$ cat src/rtl/cs_select_pkg.sv
package cs_select_pkg;

  typedef enum logic [1:0] {
    PH_IDLE  = 2'd0,
    PH_LEAD  = 2'd1,
    PH_HOLD  = 2'd2,
    PH_TRAIL = 2'd3
  } csPhase_t;

  typedef struct packed {
    logic assertSel;
    logic capture;
  } csStrobe_t;

endpackage

$ cat src/rtl/cs_burst_ctrl.sv
module cs_burst_ctrl
  import cs_select_pkg::*;
(
  input  logic      clk,
  input  logic      rstN,
  input  logic      busy,
  input  logic      manualMode,
  input  logic      halfTick,
  output csStrobe_t strobes,
  output logic      setupDone
);

  csPhase_t phase, phaseNext;

  always_comb begin
    phaseNext = phase;
    unique case (phase)
      PH_IDLE:  if (busy && !manualMode) phaseNext = PH_LEAD;
      PH_LEAD:  if (halfTick) phaseNext = PH_HOLD;
      PH_HOLD:  if (!busy) phaseNext = PH_TRAIL;
      PH_TRAIL: if (halfTick) phaseNext = PH_IDLE;
      default:  phaseNext = PH_IDLE;
    endcase
  end

  always_comb begin
    strobes.assertSel = (phaseNext != PH_IDLE);
    strobes.capture   = (phase == PH_IDLE) && (phaseNext == PH_LEAD);
  end

  always_ff @(posedge clk) begin
    if (!rstN) phase <= PH_IDLE;
    else       phase <= phaseNext;
  end

  assign setupDone = (phase == PH_HOLD);

  logic inBurst;
  assign inBurst = (phase != PH_IDLE);


  burst_start_chk: assert property (@(posedge clk) disable iff (!rstN)
    $rose(inBurst) |-> $past(busy && !manualMode));


  setup_after_tick_chk: assert property (@(posedge clk) disable iff (!rstN)
    $rose(setupDone) |-> $past(halfTick));


  release_after_tick_chk: assert property (@(posedge clk) disable iff (!rstN)
    $fell(inBurst) |-> $past(halfTick));

endmodule

$ cat src/rtl/cs_line_drive.sv
module cs_line_drive
  import cs_select_pkg::*;
#(
  parameter int NUM_CS = 4,
  localparam int IDX_W = (NUM_CS > 1) ? $clog2(NUM_CS) : 1
) (
  input  logic              clk,
  input  logic              rstN,
  input  csStrobe_t         strobes,
  input  logic [IDX_W-1:0]  csIndex,
  input  logic              activeLow,
  input  logic              manualMode,
  input  logic              manualLevel,
  output logic [NUM_CS-1:0] csLines
);

  logic [IDX_W-1:0]  heldIdx;
  logic [IDX_W-1:0]  burstIdx;
  logic [NUM_CS-1:0] linesNext;

  assign burstIdx = strobes.capture ? csIndex : heldIdx;

  for (genvar g = 0; g < NUM_CS; g++) begin : g_line
    always_comb begin
      if (manualMode)
        linesNext[g] = (csIndex == IDX_W'(g)) ? manualLevel : activeLow;
      else if (strobes.assertSel && (burstIdx == IDX_W'(g)))
        linesNext[g] = ~activeLow;
      else
        linesNext[g] = activeLow;
    end
  end

  always_ff @(posedge clk) begin
    if (!rstN) begin
      heldIdx <= '0;
      csLines <= '1;
    end else begin
      if (strobes.capture) heldIdx <= csIndex;
      csLines <= linesNext;
    end
  end


  single_active_chk: assert property (@(posedge clk) disable iff (!rstN)
    $past(rstN) |-> ($countones(csLines ^ {NUM_CS{$past(activeLow)}}) <= 1));


  manual_level_chk: assert property (@(posedge clk) disable iff (!rstN)
    ($past(rstN) && $past(manualMode)) |-> (csLines[$past(csIndex)] == $past(manualLevel)));

endmodule

$ cat src/rtl/cs_select_unit.sv
module cs_select_unit
  import cs_select_pkg::*;
#(
  parameter int NUM_CS = 4,
  localparam int IDX_W = (NUM_CS > 1) ? $clog2(NUM_CS) : 1
) (
  input  logic              clk,
  input  logic              rstN,
  input  logic [IDX_W-1:0]  csIndex,
  input  logic              activeLow,
  input  logic              manualMode,
  input  logic              manualLevel,
  input  logic              busy,
  input  logic              halfTick,
  output logic [NUM_CS-1:0] csLines,
  output logic              setupDone
);

  csStrobe_t strobes;

  cs_burst_ctrl i_ctrl (
    .clk        (clk),
    .rstN       (rstN),
    .busy       (busy),
    .manualMode (manualMode),
    .halfTick   (halfTick),
    .strobes    (strobes),
    .setupDone  (setupDone)
  );

  cs_line_drive #(.NUM_CS(NUM_CS)) i_drive (
    .clk         (clk),
    .rstN        (rstN),
    .strobes     (strobes),
    .csIndex     (csIndex),
    .activeLow   (activeLow),
    .manualMode  (manualMode),
    .manualLevel (manualLevel),
    .csLines     (csLines)
  );

endmodule

$ cat config.mk
export PLATFORM = sky130hd
export DESIGN_NAME = cs_select_unit
export DESIGN_NICKNAME = d
export VERILOG_FILES = /design/src/rtl/cs_select_pkg.sv /design/src/rtl/cs_burst_ctrl.sv /design/src/rtl/cs_line_drive.sv /design/src/rtl/cs_select_unit.sv
export SDC_FILE = /design/constraint.sdc
export NUM_CORES = 1
export LEC_CHECK = 0
export ABC_CLOCK_PERIOD_IN_PS = 3600
export BUFFER_PORTS_ARGS = -buffer_cell sky130_fd_sc_hd__clkbuf_2
export CAP_MARGIN = 10
export CORE_MARGIN = 2
export CORE_UTILIZATION = 30
export DETAILED_ROUTE_END_ITERATION = 10
export PLACE_DENSITY = 0.51
export SETUP_SLACK_MARGIN = 0.1
export SLEW_MARGIN = 20
export SYNTH_ARGS = -nofsm -noshare
export SYNTH_HDL_FRONTEND = slang
export SYNTH_SLANG_ARGS = --single-unit
$ cat constraint.sdc
create_clock -name clk -period 3.6 [get_ports clk]
set_input_delay 0.18 -clock clk [delete_from_list [all_inputs] [get_ports clk]]
set_output_delay 0.18 -clock clk [all_outputs]
set_load 0.005 [all_outputs]
**After elaboration in Yosys (flattened, before gate mapping)**

Cells that the tools add are included.

- Eq/ne operators: 10
- Muxes and demuxes: 18
- Bitwise gates (word level): 1
- Reduce and logical (&&, ||, !) cells: 11

Operators by type and width:

| cell | count |
|---|---|
| 2-bit == test, second input constant | 6 |
| 1-bit 2-to-1 mux | 12 |
| 2-bit 2-to-1 mux | 5 |
| 2-bit by 1-bit == test with 1-bit output, second input constant | 4 |
| 2-bit one-hot mux with 4 select lines | 1 |
| 1-bit logical AND | 6 |
| 2-bit zero test | 3 |
| 2-bit nonzero test | 1 |
| 1-bit zero test | 1 |
| 1-bit inverter | 1 |

- Register bits after elaboration: 8
- Output and inout port bits: 5

**Depth between registers and ports, before layout**

- Depth in word-level cells: 11
- Depth in mapped cells: 5

**Cells and area by module**

A second synthesis with hierarchy kept.

- Cell total of the unflattened synthesis: 64
- Area, all modules: 560.5 µm²

Modules (own cells, without submodules):

| module | instances | cells each | area each (µm²) | seq. area each (µm²) |
|---|---|---|---|---|
| cs_line_drive | 1 | 49 | 436.7 | 120.1 |
| cs_burst_ctrl | 1 | 15 | 123.9 | 40.0 |

**Worst setup path after synthesis**

No wires, ideal clock.

- Path type: register -> register
- Start: reg i_ctrl.phase[0]
- End: reg i_drive.csLines[1]
- Library setup time: 0.134 ns
- Data arrival time: 1.445 ns
- Data required time: 3.466 ns
- Setup slack: 2.021 ns
- Cell stages (with the launch flop): 6
- Path buffers: 1
- Clock period less this slack: 1.579 ns
- Cells stage by stage: dfxtp_1 -> buf_2 -> nor4b_4 -> mux2_2 -> o21ai_0 -> o2111ai_1

- Longest elaborated chain between the ends: 9

RTL lines:

| what | RTL line | RTL |
|---|---|---|
| start: declaration | cs_burst_ctrl.sv:13 | `csPhase_t phase, phaseNext;` |
| start signal: assignment | cs_burst_ctrl.sv:33 | `else phase <= phaseNext;` |
| 2-bit == test, or another cell as far along | cs_burst_ctrl.sv:17 | `unique case (phase)` |
| 2-bit one-hot mux with 4 select lines | cs_burst_ctrl.sv:17 |  |
| 2-bit by 1-bit == test with 1-bit output | cs_burst_ctrl.sv:28 | `strobes.capture = (phase == PH_IDLE) && (phaseNext == PH_LEAD);` |
| 1-bit logical AND | cs_burst_ctrl.sv:28 |  |
| 2-bit 2-to-1 mux | n/a |  |
| 2-bit by 1-bit == test with 1-bit output | cs_line_drive.sv:27 | `else if (strobes.assertSel && (burstIdx == IDX_W'(g)))` |
| 1-bit logical AND * | cs_line_drive.sv:27 |  |
| 1-bit 2-to-1 mux * | cs_line_drive.sv:27 |  |
| 1-bit 2-to-1 mux * | cs_line_drive.sv:25 | `if (manualMode)` |
| end signal: assignment | cs_line_drive.sv:40 | `csLines <= linesNext;` |
| end: declaration | cs_line_drive.sv:14 | `output logic [NUM_CS-1:0] csLines` |

Every way passes the cells marked *; elsewhere a longest branch is shown, timed or not.
A chain may end at the register's enable or synchronous reset.

**Final worst setup path**

- Start: reg i_ctrl.phase[1]
- End: reg i_drive.csLines[1]

The elaborated chain is that of the path after synthesis.

==> flow_metrics.env <==
export IMPL_avgSynthCellArea_sq_um=9.04
export IMPL_grt_pass1_wl_mm=1.73
export IMPL_gr_max_usage_layer="met2"
export IMPL_vias_per_cell=5.45
export IMPL_drive_above_1_share_pct=28.6
export IMPL_cts_hold_fix_buffers=0
export IMPL_cp_data_arrival_time_ns=1.79
export IMPL_ys_ff_latch=8
export IMPL_met3_usage_pct=4.76
export IMPL_ir_worst_vdd_mv=0.165
export IMPL_yosys_most_used_dff="dfxtp_1"
export IMPL_final_cell_area_sq_um=603
export IMPL_power_density_nw_per_um2=366
export IMPL_hold_path_class="in2reg"
export IMPL_nets=81
export IMPL_leakage_nw=0.253
export IMPL_worstRegToRegCells=4
export IMPL_cts_setup_buffers=0
export IMPL_cts_tree="done"
export IMPL_nFillCells=173
export IMPL_track_usage_pct=11.9
export IMPL_hold_viol_final=0
export IMPL_setup_viol=0
export IMPL_status="completed"
export IMPL_synthMostInstantiatedCell="dfxtp_1"
export IMPL_hpwl_um=840
export IMPL_tightestPinTransition_ns=0.352
export IMPL_route_vias_total=469
export IMPL_routedWlPerCell_um=11.2
export IMPL_gp_congestion=0.767
export IMPL_finalCriticalPeriod_ns=1.67
export IMPL_crit_path_max_incr_delay_ns=0.44
export IMPL_antenna_left=0
export IMPL_met2_usage_pct=18.6
export IMPL_maxSlewHeadroom_pct=76.4
export IMPL_critPathCapture="i_drive.csLines[1]"
export IMPL_synth_largest_area_cell="dfxtp_1"
export IMPL_r2r_start="i_ctrl.phase[1]"
export IMPL_slowest_stage="nor4b_4"
export IMPL_port_buffers=13
export IMPL_ys_seq_area_share_pct=31.1
export IMPL_maxCapViolCount=0
export IMPL_ys_async_sr_fraction_pct=0
export IMPL_synthTopCellsByArea="dfxtp_1 31%, mux2i_1 9.7%, o2111ai_1 6.8%"
export IMPL_crit_fanout=10
export IMPL_fp_row_count=14
export IMPL_clock_sinks=8
export IMPL_clk_pin_slew_ns=0.05
export IMPL_die_w_um=45.5
export IMPL_antenna_cells=0
export IMPL_synth_edf_count=0
export IMPL_synthesis_nets=66
export IMPL_yosysWarnings=0
export IMPL_rsz0062_at_grt="no"
export IMPL_numCtsBuffers=3
export IMPL_fin_tns_setup_ns=0
export IMPL_grt_start_max_net_pins=11
export IMPL_area_growth_pct=17.0
export IMPL_drt_first_pass_iters=4
export IMPL_fin_crit_sh_pct=46.4
export IMPL_max_freq_mhz=598
export IMPL_antenna_found_initial=0
export IMPL_crit_path_start="i_ctrl.phase[1]"
export IMPL_grt_pass1_vias=423
export IMPL_netlist_top_cells_count="8 x dfxtp_1, 5 x mux2i_1, 5 x nand3_1"
export IMPL_reg2reg_to="i_drive.csLines[1]"
export IMPL_cts_buffer_depth=2
export IMPL_required_ns=3.72
export IMPL_core_area_sq_um=1560
export IMPL_route_detailed_drc=0
export IMPL_setup_slack_ns=1.93
export IMPL_cp_cell_sequence="nor4b_4 > mux2_2 > o21ai_0 > o2111ai_1"
export IMPL_timing_hold_ws_ns=0.202
export IMPL_die_area_sq_um=2070
export IMPL_cts_resized=0
export IMPL_clock_skew_ns=0.000940
export IMPL_syn_cell_area_sq_um=515
export IMPL_crit_type="reg2reg"
export IMPL_drt_iter0_markers=7
export IMPL_r2r_slack_ns=1.93
export IMPL_grt_util_met1_pct=14.3
export IMPL_start_util_pct=33.1
export IMPL_ys_types=28
export IMPL_pre_cts_ws_ns=1.93
export IMPL_grt_overflow_total=0
export IMPL_ioPinCount=14
export IMPL_clk_latency_ns=0.25
export IMPL_netlist_area_leader_share_pct=31.1
export IMPL_dpl_cell_area_sq_um=581
export IMPL_cts_root_buf="clkbuf_4"
export IMPL_worst_setup_path_start_kind="flop"
export IMPL_crit_path_end_kind="flop"
export IMPL_die_y_um=45.5
export IMPL_wirelength_um=964
export IMPL_htreeDepth=1
export IMPL_postSynthCellCount=57
export IMPL_slew_viol_final=0
placed cells by master, fill, tap and decap left out, drive strengths merged:
master	count
a32o	1
or2	1
o21ai	4
nand2	4
or4b	1
mux2	1
o32a	1
nor4b	1
mux2i	5
xnor2	1
clkbuf	16
nand3	5
and2b	1
dfxtp	8
and2	2
a21boi	1
nor2b	3
a21oi	2
o32ai	1
nor2	3
o211a	1
inv	1
a32oi	1
o2111ai	4
and3	1
layer usage:
metal	vias up	wire length (um)
met3	2	43
met5	-	0
met1	215	461
li1	244	-
met4	0	19
met2	8	440
how the worst min path moves through the flow:
stage                     start  cells past startpoint  slack, ns            endpoint
after floorplan            rstN                      1       0.26  i_drive.csLines[0]
after global placement     rstN                      2       0.46  i_drive.csLines[1]
after detailed placement   rstN                      2       0.46  i_drive.csLines[3]
after CTS                  rstN                      2       0.20  i_drive.csLines[3]
after global routing       rstN                      2       0.21  i_drive.csLines[3]
final                      rstN                      2       0.20  i_drive.csLines[0]
worst max-delay path, delay by kind of cell, from the launching register on:
kind               cells  cell delay [ns]
and+or+nand+nor        1             0.44
muxes                  1             0.42
DFF                    1             0.40
AOI/OAI and AO/OA      2             0.28
final cells by class:
class	instances	area (sq um)	area share, %
Multi-Input combinational cell	45	332	55.0
Inverter	1	3.75	0.622
Sequential cell	8	160	26.6
Clock buffer	3	22.5	3.73
Tap cell	16	20.0	3.32
Timing Repair Buffer	13	65.1	10.8
flip-flops by register name, summed over array words and instances, names as in the netlist:
signal,count
i_drive.csLines,4
i_ctrl.phase,2
i_drive.heldIdx,2
through the flow:
step / power (mW) / util [%] / cells
4_1_cts: 0.225 / 38.7 / 86
3_3_place_gp: 0.160 / 37.2 / 83
6_report: 0.221 / 38.7 / 86
3_5_place_dp: 0.160 / 37.2 / 83
5_1_grt: 0.236 / 38.7 / 86
2_1_floorplan: 0.144 / - / 57
power breakdown:
| part | switching [mW] | internal [mW] | leakage (nW) |
|---|---|---|---|
| clock network | 0.0256 | 0.0378 | 0.0138 |
| registers | 0.00749 | 0.0963 | 0.0663 |
| logic | 0.0267 | 0.0271 | 0.173 |
| total | 0.0598 | 0.161 | 0.253 |
cell families (layout without fill, tap and decap cells):
kind of cell / after synthesis / after routing / share of synthesized area (%)
AOI/OAI and AO/OA: 16 / 16 / 23.3
xor gates and xnor gates: 1 / 1 / 1.70
buffers and inverters: 4 / 17 / 4.61
DFF: 8 / 8 / 31.1
muxes: 6 / 6 / 11.9
and+or+nand+nor: 22 / 22 / 27.4
Note: power is estimated with default switching activity, not from simulation.
